File: src/rtl/cfgp_pkg.sv
package cfgp_pkg;
    typedef enum logic [2:0] {
        ST_KEY0,
        ST_KEY1,
        ST_KEY2,
        ST_KEY3,
        ST_OPEN
    } key_state_t;

    localparam logic [7:0] KEY_B0 = 8'h87;
    localparam logic [7:0] KEY_B1 = 8'h01;
    localparam logic [7:0] KEY_B2 = 8'h55;
    localparam logic [7:0] KEY_B3 = 8'h55;

    localparam logic [7:0] IDX_EXIT    = 8'h02;
    localparam logic [7:0] IDX_SEL     = 8'h07;
    localparam logic [7:0] IDX_ID_HI   = 8'h20;
    localparam logic [7:0] IDX_ID_LO   = 8'h21;
    localparam logic [7:0] IDX_REV     = 8'h22;
    localparam logic [7:0] IDX_ACT     = 8'h30;
    localparam logic [7:0] IDX_BASE_HI = 8'h60;
    localparam logic [7:0] IDX_BASE_LO = 8'h61;

    localparam logic [7:0] EXIT_CMD  = 8'h02;
    localparam logic [7:0] IDLE_BYTE = 8'hFF;
endpackage

File: src/rtl/cfgp_key_fsm.sv
module cfgp_key_fsm
    import cfgp_pkg::*;
(
    input  logic       clk,
    input  logic       rst_n,
    input  logic       key_wr,
    input  logic [7:0] key_byte,
    input  logic       exit_req,
    output logic       unlocked
);
    key_state_t state_q;
    key_state_t state_d;
    key_state_t restart;

    // State register
    always_ff @(posedge clk) begin
        if (!rst_n) state_q <= ST_KEY0;
        else        state_q <= state_d;
    end

    // A byte that breaks the key may itself be the first key byte
    always_comb begin
        restart = (key_byte == KEY_B0) ? ST_KEY1 : ST_KEY0;
    end

    // Next state
    always_comb begin
        state_d = state_q;
        unique case (state_q)
            ST_KEY0: if (key_wr) state_d = (key_byte == KEY_B0) ? ST_KEY1 : ST_KEY0;
            ST_KEY1: if (key_wr) state_d = (key_byte == KEY_B1) ? ST_KEY2 : restart;
            ST_KEY2: if (key_wr) state_d = (key_byte == KEY_B2) ? ST_KEY3 : restart;
            ST_KEY3: if (key_wr) state_d = (key_byte == KEY_B3) ? ST_OPEN : restart;
            ST_OPEN: if (exit_req) state_d = ST_KEY0;
            default: state_d = ST_KEY0;
        endcase
    end

    // Outputs
    always_comb begin
        unlocked = (state_q == ST_OPEN);
    end
endmodule

File: src/rtl/cfgp_regbank.sv
module cfgp_regbank
    import cfgp_pkg::*;
#(
    parameter int N_DEV = 4
) (
    input  logic                  clk,
    input  logic                  rst_n,
    input  logic                  wr_en,
    input  logic [7:0]            sel,
    input  logic [7:0]            idx,
    input  logic [7:0]            wdata,
    output logic [N_DEV-1:0]      act,
    output logic [16*N_DEV-1:0]   base,
    output logic [7:0]            rd_byte
);
    localparam int SEL_W = (N_DEV > 1) ? $clog2(N_DEV) : 1;
    localparam logic [8:0] N_DEV_L = 9'(N_DEV);

    logic        act_q  [N_DEV];
    logic [15:0] base_q [N_DEV];
    logic        sel_ok;
    logic [SEL_W-1:0] sel_i;

    always_comb begin
        sel_ok = ({1'b0, sel} < N_DEV_L);
        sel_i  = sel[SEL_W-1:0];
    end

    for (genvar g = 0; g < N_DEV; g++) begin : g_dev
        always_ff @(posedge clk) begin
            if (!rst_n) begin
                act_q[g]  <= 1'b0;
                base_q[g] <= 16'h0000;
            end else if (wr_en && (sel == 8'(g))) begin
                case (idx)
                    IDX_ACT:     act_q[g]        <= wdata[0];
                    IDX_BASE_HI: base_q[g][15:8] <= wdata;
                    IDX_BASE_LO: base_q[g][7:0]  <= wdata;
                    default: ;
                endcase
            end
        end
        assign act[g]          = act_q[g];
        assign base[16*g +: 16] = base_q[g];
    end

    always_comb begin
        rd_byte = IDLE_BYTE;
        if (sel_ok) begin
            case (idx)
                IDX_ACT:     rd_byte = {7'b0, act_q[sel_i]};
                IDX_BASE_HI: rd_byte = base_q[sel_i][15:8];
                IDX_BASE_LO: rd_byte = base_q[sel_i][7:0];
                default:     rd_byte = IDLE_BYTE;
            endcase
        end
    end
endmodule

File: src/rtl/cfg_port_ctrl.sv
module cfg_port_ctrl
    import cfgp_pkg::*;
#(
    parameter int              ADDR_W    = 16,
    parameter logic [ADDR_W-1:0] BASE_ADDR = 16'h002E,
    parameter int              N_DEV     = 4,
    parameter logic [15:0]     CHIP_ID   = 16'h8716,
    parameter logic [3:0]      CHIP_REV  = 4'h3
) (
    input  logic                clk,
    input  logic                rst_n,
    input  logic                io_wr,
    input  logic                io_rd,
    input  logic [ADDR_W-1:0]   io_addr,
    input  logic [7:0]          io_wdata,
    output logic [7:0]          io_rdata,
    output logic [N_DEV-1:0]    dev_active,
    output logic [16*N_DEV-1:0] dev_base
);
    localparam logic [ADDR_W-1:0] DATA_ADDR = BASE_ADDR + 1'b1;

    logic       unlocked;
    logic       idx_hit, dat_hit;
    logic       key_wr, exit_req, dat_wr;
    logic [7:0] index_q, sel_q, rdata_q;
    logic [7:0] bank_byte, rd_mux;

    always_comb begin
        idx_hit  = (io_addr == BASE_ADDR);
        dat_hit  = (io_addr == DATA_ADDR);
        key_wr   = io_wr && idx_hit && !unlocked;
        dat_wr   = io_wr && dat_hit && unlocked;
        exit_req = dat_wr && (index_q == IDX_EXIT) && (io_wdata == EXIT_CMD);
    end

    cfgp_key_fsm u_key (
        .clk      (clk),
        .rst_n    (rst_n),
        .key_wr   (key_wr),
        .key_byte (io_wdata),
        .exit_req (exit_req),
        .unlocked (unlocked)
    );

    always_ff @(posedge clk) begin
        if (!rst_n) begin
            index_q <= 8'h00;
            sel_q   <= 8'h00;
        end else begin
            if (io_wr && idx_hit && unlocked) index_q <= io_wdata;
            if (dat_wr && (index_q == IDX_SEL)) sel_q <= io_wdata;
        end
    end

    cfgp_regbank #(.N_DEV(N_DEV)) u_bank (
        .clk     (clk),
        .rst_n   (rst_n),
        .wr_en   (dat_wr),
        .sel     (sel_q),
        .idx     (index_q),
        .wdata   (io_wdata),
        .act     (dev_active),
        .base    (dev_base),
        .rd_byte (bank_byte)
    );

    always_comb begin
        rd_mux = IDLE_BYTE;
        if (unlocked && dat_hit) begin
            case (index_q)
                IDX_SEL:   rd_mux = sel_q;
                IDX_ID_HI: rd_mux = CHIP_ID[15:8];
                IDX_ID_LO: rd_mux = CHIP_ID[7:0];
                IDX_REV:   rd_mux = {4'h0, CHIP_REV};
                default:   rd_mux = (index_q >= IDX_ACT) ? bank_byte : IDLE_BYTE;
            endcase
        end
    end

    always_ff @(posedge clk) begin
        if (!rst_n)     rdata_q <= IDLE_BYTE;
        else if (io_rd) rdata_q <= rd_mux;
    end

    assign io_rdata = rdata_q;
endmodule

File: config.mk
export PLATFORM = sky130hd
export DESIGN_NAME = cfg_port_ctrl
export DESIGN_NICKNAME = d
export VERILOG_FILES = /design/src/rtl/cfgp_pkg.sv /design/src/rtl/cfgp_key_fsm.sv /design/src/rtl/cfgp_regbank.sv /design/src/rtl/cfg_port_ctrl.sv
export SDC_FILE = /design/constraint.sdc
export NUM_CORES = 1
export LEC_CHECK = 0
export ABC_CLOCK_PERIOD_IN_PS = 2900
export BUFFER_PORTS_ARGS = -buffer_cell sky130_fd_sc_hd__buf_2
export CELL_PAD_IN_SITES_DETAIL_PLACEMENT = 1
export CELL_PAD_IN_SITES_GLOBAL_PLACEMENT = 2
export CORE_MARGIN = 4
export CORE_UTILIZATION = 25
export CTS_CLUSTER_DIAMETER = 150
export DETAILED_ROUTE_END_ITERATION = 7
export PLACE_DENSITY = 0.71
export SLEW_MARGIN = 20
export SYNTH_ARGS = -nofsm -noshare
export SYNTH_HDL_FRONTEND = slang
export SYNTH_SLANG_ARGS = --single-unit
export TNS_END_PERCENT = 100
File: constraint.sdc
create_clock -name clk -period 2.9 [get_ports clk]
set_clock_uncertainty 0.1 [all_clocks]
set_input_delay 0.145 -clock clk [delete_from_list [all_inputs] [get_ports clk]]
set_output_delay 0.145 -clock clk [all_outputs]
set_load 0.01 [all_outputs]
==> results by group <==
Route
  – Remaining DRCs: 0
  – Avg WL per Cell: between 20 and 25 um
  – Routed vias/inst: 4.84
  – DR iter-0 viols: between 200 and 250
  – Routed WL: about 17 mm
  – DRT Pass-1 Iters: 4
  – Total number of vias: roughly 3800
  – Post-route ant nets: 0

Floorplan
  – Die Span X: about 150 um
  – Full die area: 21500 um2
  – CORE AREA: 18800 um2
  – Starting density of the core: 25.6%
  – Die Y: 147 um
  – Rows: 50
  – Ports: 104

Pwr
  – Peak supply drop: 0.253 mV
  – Pwr/cell area: ~490 nW/um2
  – Leakage Power: approximately 2.3 nW

Timing
  – Final min period: approximately 2.8 ns
  – Final worst setup slack: ~0.10 ns
  – Final Hold Fails: 0
  – # setup viols final: 0
  – Max-slew violations: 0
  – Fmax: between 300 and 400 MHz
  – Unrepaired setup endpoints after global routing: false
  – Final worst path period share: between 90% and 100%
  – Actual slew at the worst max-slew pin: just over 0.6 ns
  – Slew headroom: between 50 and 60%

Worst setup path
  – CP arrival: about 2.8 ns
  – Worst Path Class, Setup: flop to flop
  – Startpoint Class: flop
  – Critical Path RT: roughly 2.9 ns
  – Critical Path Fanout Max: 8
  – CP endpoint kind: flop

Logic synthesis
  – Ys async rst share: 0%
  – Top cells by count, synth: 67 x edfxtp_1, 57 x and2_1, 48 x nor2_1
  – Synth Flop Type: edfxtp_1
  – Post-synth EDFFs: 67
  – Distinct cells, synth: 55
  – Synth warn: 0
  – Top cells by area, synth: edfxtp_1 42%, dfxtp_1 12%, mux4_2 8.0%
  – Seq/Total Area, Yosys: a little over half
  – Count leader, synth: edfxtp_1
  – Synth top area share: 41.8%
  – Avg Cell Area, Syn: 11.6 um2
  – Leading area contributor after synthesis: edfxtp_1
  – Cells after synthesis: ~410
  – Synth Net Count: approximately 440
  – Post-synthesis cell area: approximately 4800 um2
  – Yosys reg bits: 97

Global routing
  – Grt total ovfl: 0
  – Initial antenna violation count: 0
  – Vias in the first global route: between 4000 and 5000
  – Largest net degree at the start of global routing: 19
  – Gr usage total: 15.4%
  – Global-route wire length before repair: 25.1 mm

Clocking
  – Post-CTS setup buffer count: 0
  – Worst-skew pair later-pin latency: 0.35 ns
  – Hold_buf cts: 0
  – Root Buffer: clkbuf_16
  – CTS tree: yes
  – CTS-repair resized insts: 0
  – Clock Pin Slew Worst Setup and Hold Paths: ~0.07 ns
  – Clk sink count: just under 100
  – Max clock buf depth: 2
  – H-tree levels: 3
  – TritonCTS buffer count: 9

Cells and area
  – Fin util: a little under a third
  – Final cell count without fillers: 786
  – Nets: 550
  – Share of layout cells above drive strength 1: between 30 and 40%
  – N_diodes: 0
  – Layout Area Growth over Synthesis: 24.7%

Run
  – Max-Cap Viols: 0

Placement
  – Place WS: 0.108 ns
  – Placed insts: 771
  – Routability Congestion: 0.810
  – DP Wirelength: 12.7 mm
  – Port Buffer Count: around 100

Worst hold path
  – HP Class: input port to flop

Outcome
  – Status: complete, no violations
-- path summary, 6_finish.rpt --
check	cells past startpoint	to	slack (ns)	start
setup / recovery	6	u_bank.base_q[1][11]	0.10	u_key.state_q[0]
hold / removal	3	index_q[0]	0.09	io_wdata[0]
setup reg to reg	6	u_bank.base_q[1][11]	0.10	u_key.state_q[0]
hold reg to reg	2	u_key.state_q[1]	0.43	u_key.state_q[1]
-- stage by stage --
| stage | TNS [ns] | total power [mW] | hold WS [ns] | instance area [um2] |
|---|---|---|---|---|
| 3_5_place_dp | 0 | 1.79 | 0.415 | 5720 |
| 3_3_place_gp | 0 | 1.78 | 0.389 | 5720 |
| 2_1_floorplan | -0.382 | 1.66 | 0.189 | 4820 |
| 4_1_cts | 0 | 2.99 | 0.0762 | 6010 |
| 5_1_grt | 0 | 3.05 | 0.114 | 6010 |
| 6_report | 0 | 2.96 | 0.0884 | 6010 |
-- layer usage --
metal,part of all wire [%],track usage [%],vias to the layer above
li1,-,-,1761
met1,45,20.3,1933
met2,49,25.7,90
met3,3.9,2.41,17
met4,1.8,5.27,0
met5,0,0,-
-- critical path, stage by stage, from the launching register on --
cell     delay, ns
dfxtp_1       0.35
or4bb_1       0.54
or3_4         0.37
or3_1         0.37
or2_1         0.35
o21ai_1       0.21
buf_4         0.22
-- flip-flops by register name (all words and copies together), names as in the netlist, named ones only --
register       flops
u_bank.act_q       4
index_q            8
io_rdata           8
u_bank.base_q     64
sel_q              8
u_key.state_q      3
-- where the power goes --
group / switching, mW / leakage (nW) / total, mW / internal, mW
registers: 0.0311 / 0.885 / 1.55 / 1.52
clock network: 0.536 / 0.144 / 1.21 / 0.669
logic: 0.125 / 1.24 / 0.199 / 0.0733
total: 0.692 / 2.27 / 2.96 / 2.26
-- cells in the final DEF (no fill, tap or decap), drive strengths merged, types with 2 or more instances in the layout --
cell     netlist  routed
clkinv         1       3
or4            4       4
nor2          48      48
nand2b         3       3
nand4         10      10
or3            4       4
inv            4       7
nor3          14      14
o211ai         3       3
a311oi         3       3
nand2         14      14
nor4bb         2       2
nor4b          2       2
and3           5       5
nor4           6       6
o21ai         18      18
a211oi         5       5
mux2i         18      18
o221ai         6       6
and2          57      57
a2111oi        2       2
buf            8     128
edfxtp        67      67
nand3          9       9
clkbuf        23       9
or4b           4       4
o21a           2       2
mux4          17      17
nor2b          2       2
a21oi          6       6
dfxtp         30      30
or2            5       5
-- final cells by class --
cell class	count	area, um2
well taps	260	325
fillers	2118	12800
multi-input cells	281	2060
flip-flops and latches	97	2610
clock buffers	9	225
repair buffers	128	703
clock inverters	6	65.1
inverters	5	18.8
-- cell families (layout without fill, tap and decap cells) --
kind of cell | Yosys count | count (layout) | synth area share (%)
AO/OA/AOI/OAI | 53 | 53 | 7.35
flip-flops | 97 | 97 | 54.2
AND/OR/NAND/NOR | 193 | 193 | 23.5
multiplexers | 35 | 35 | 11.7
buffers and inverters | 36 | 148 | 3.17
Note: power is estimated with default switching activity, not from simulation.
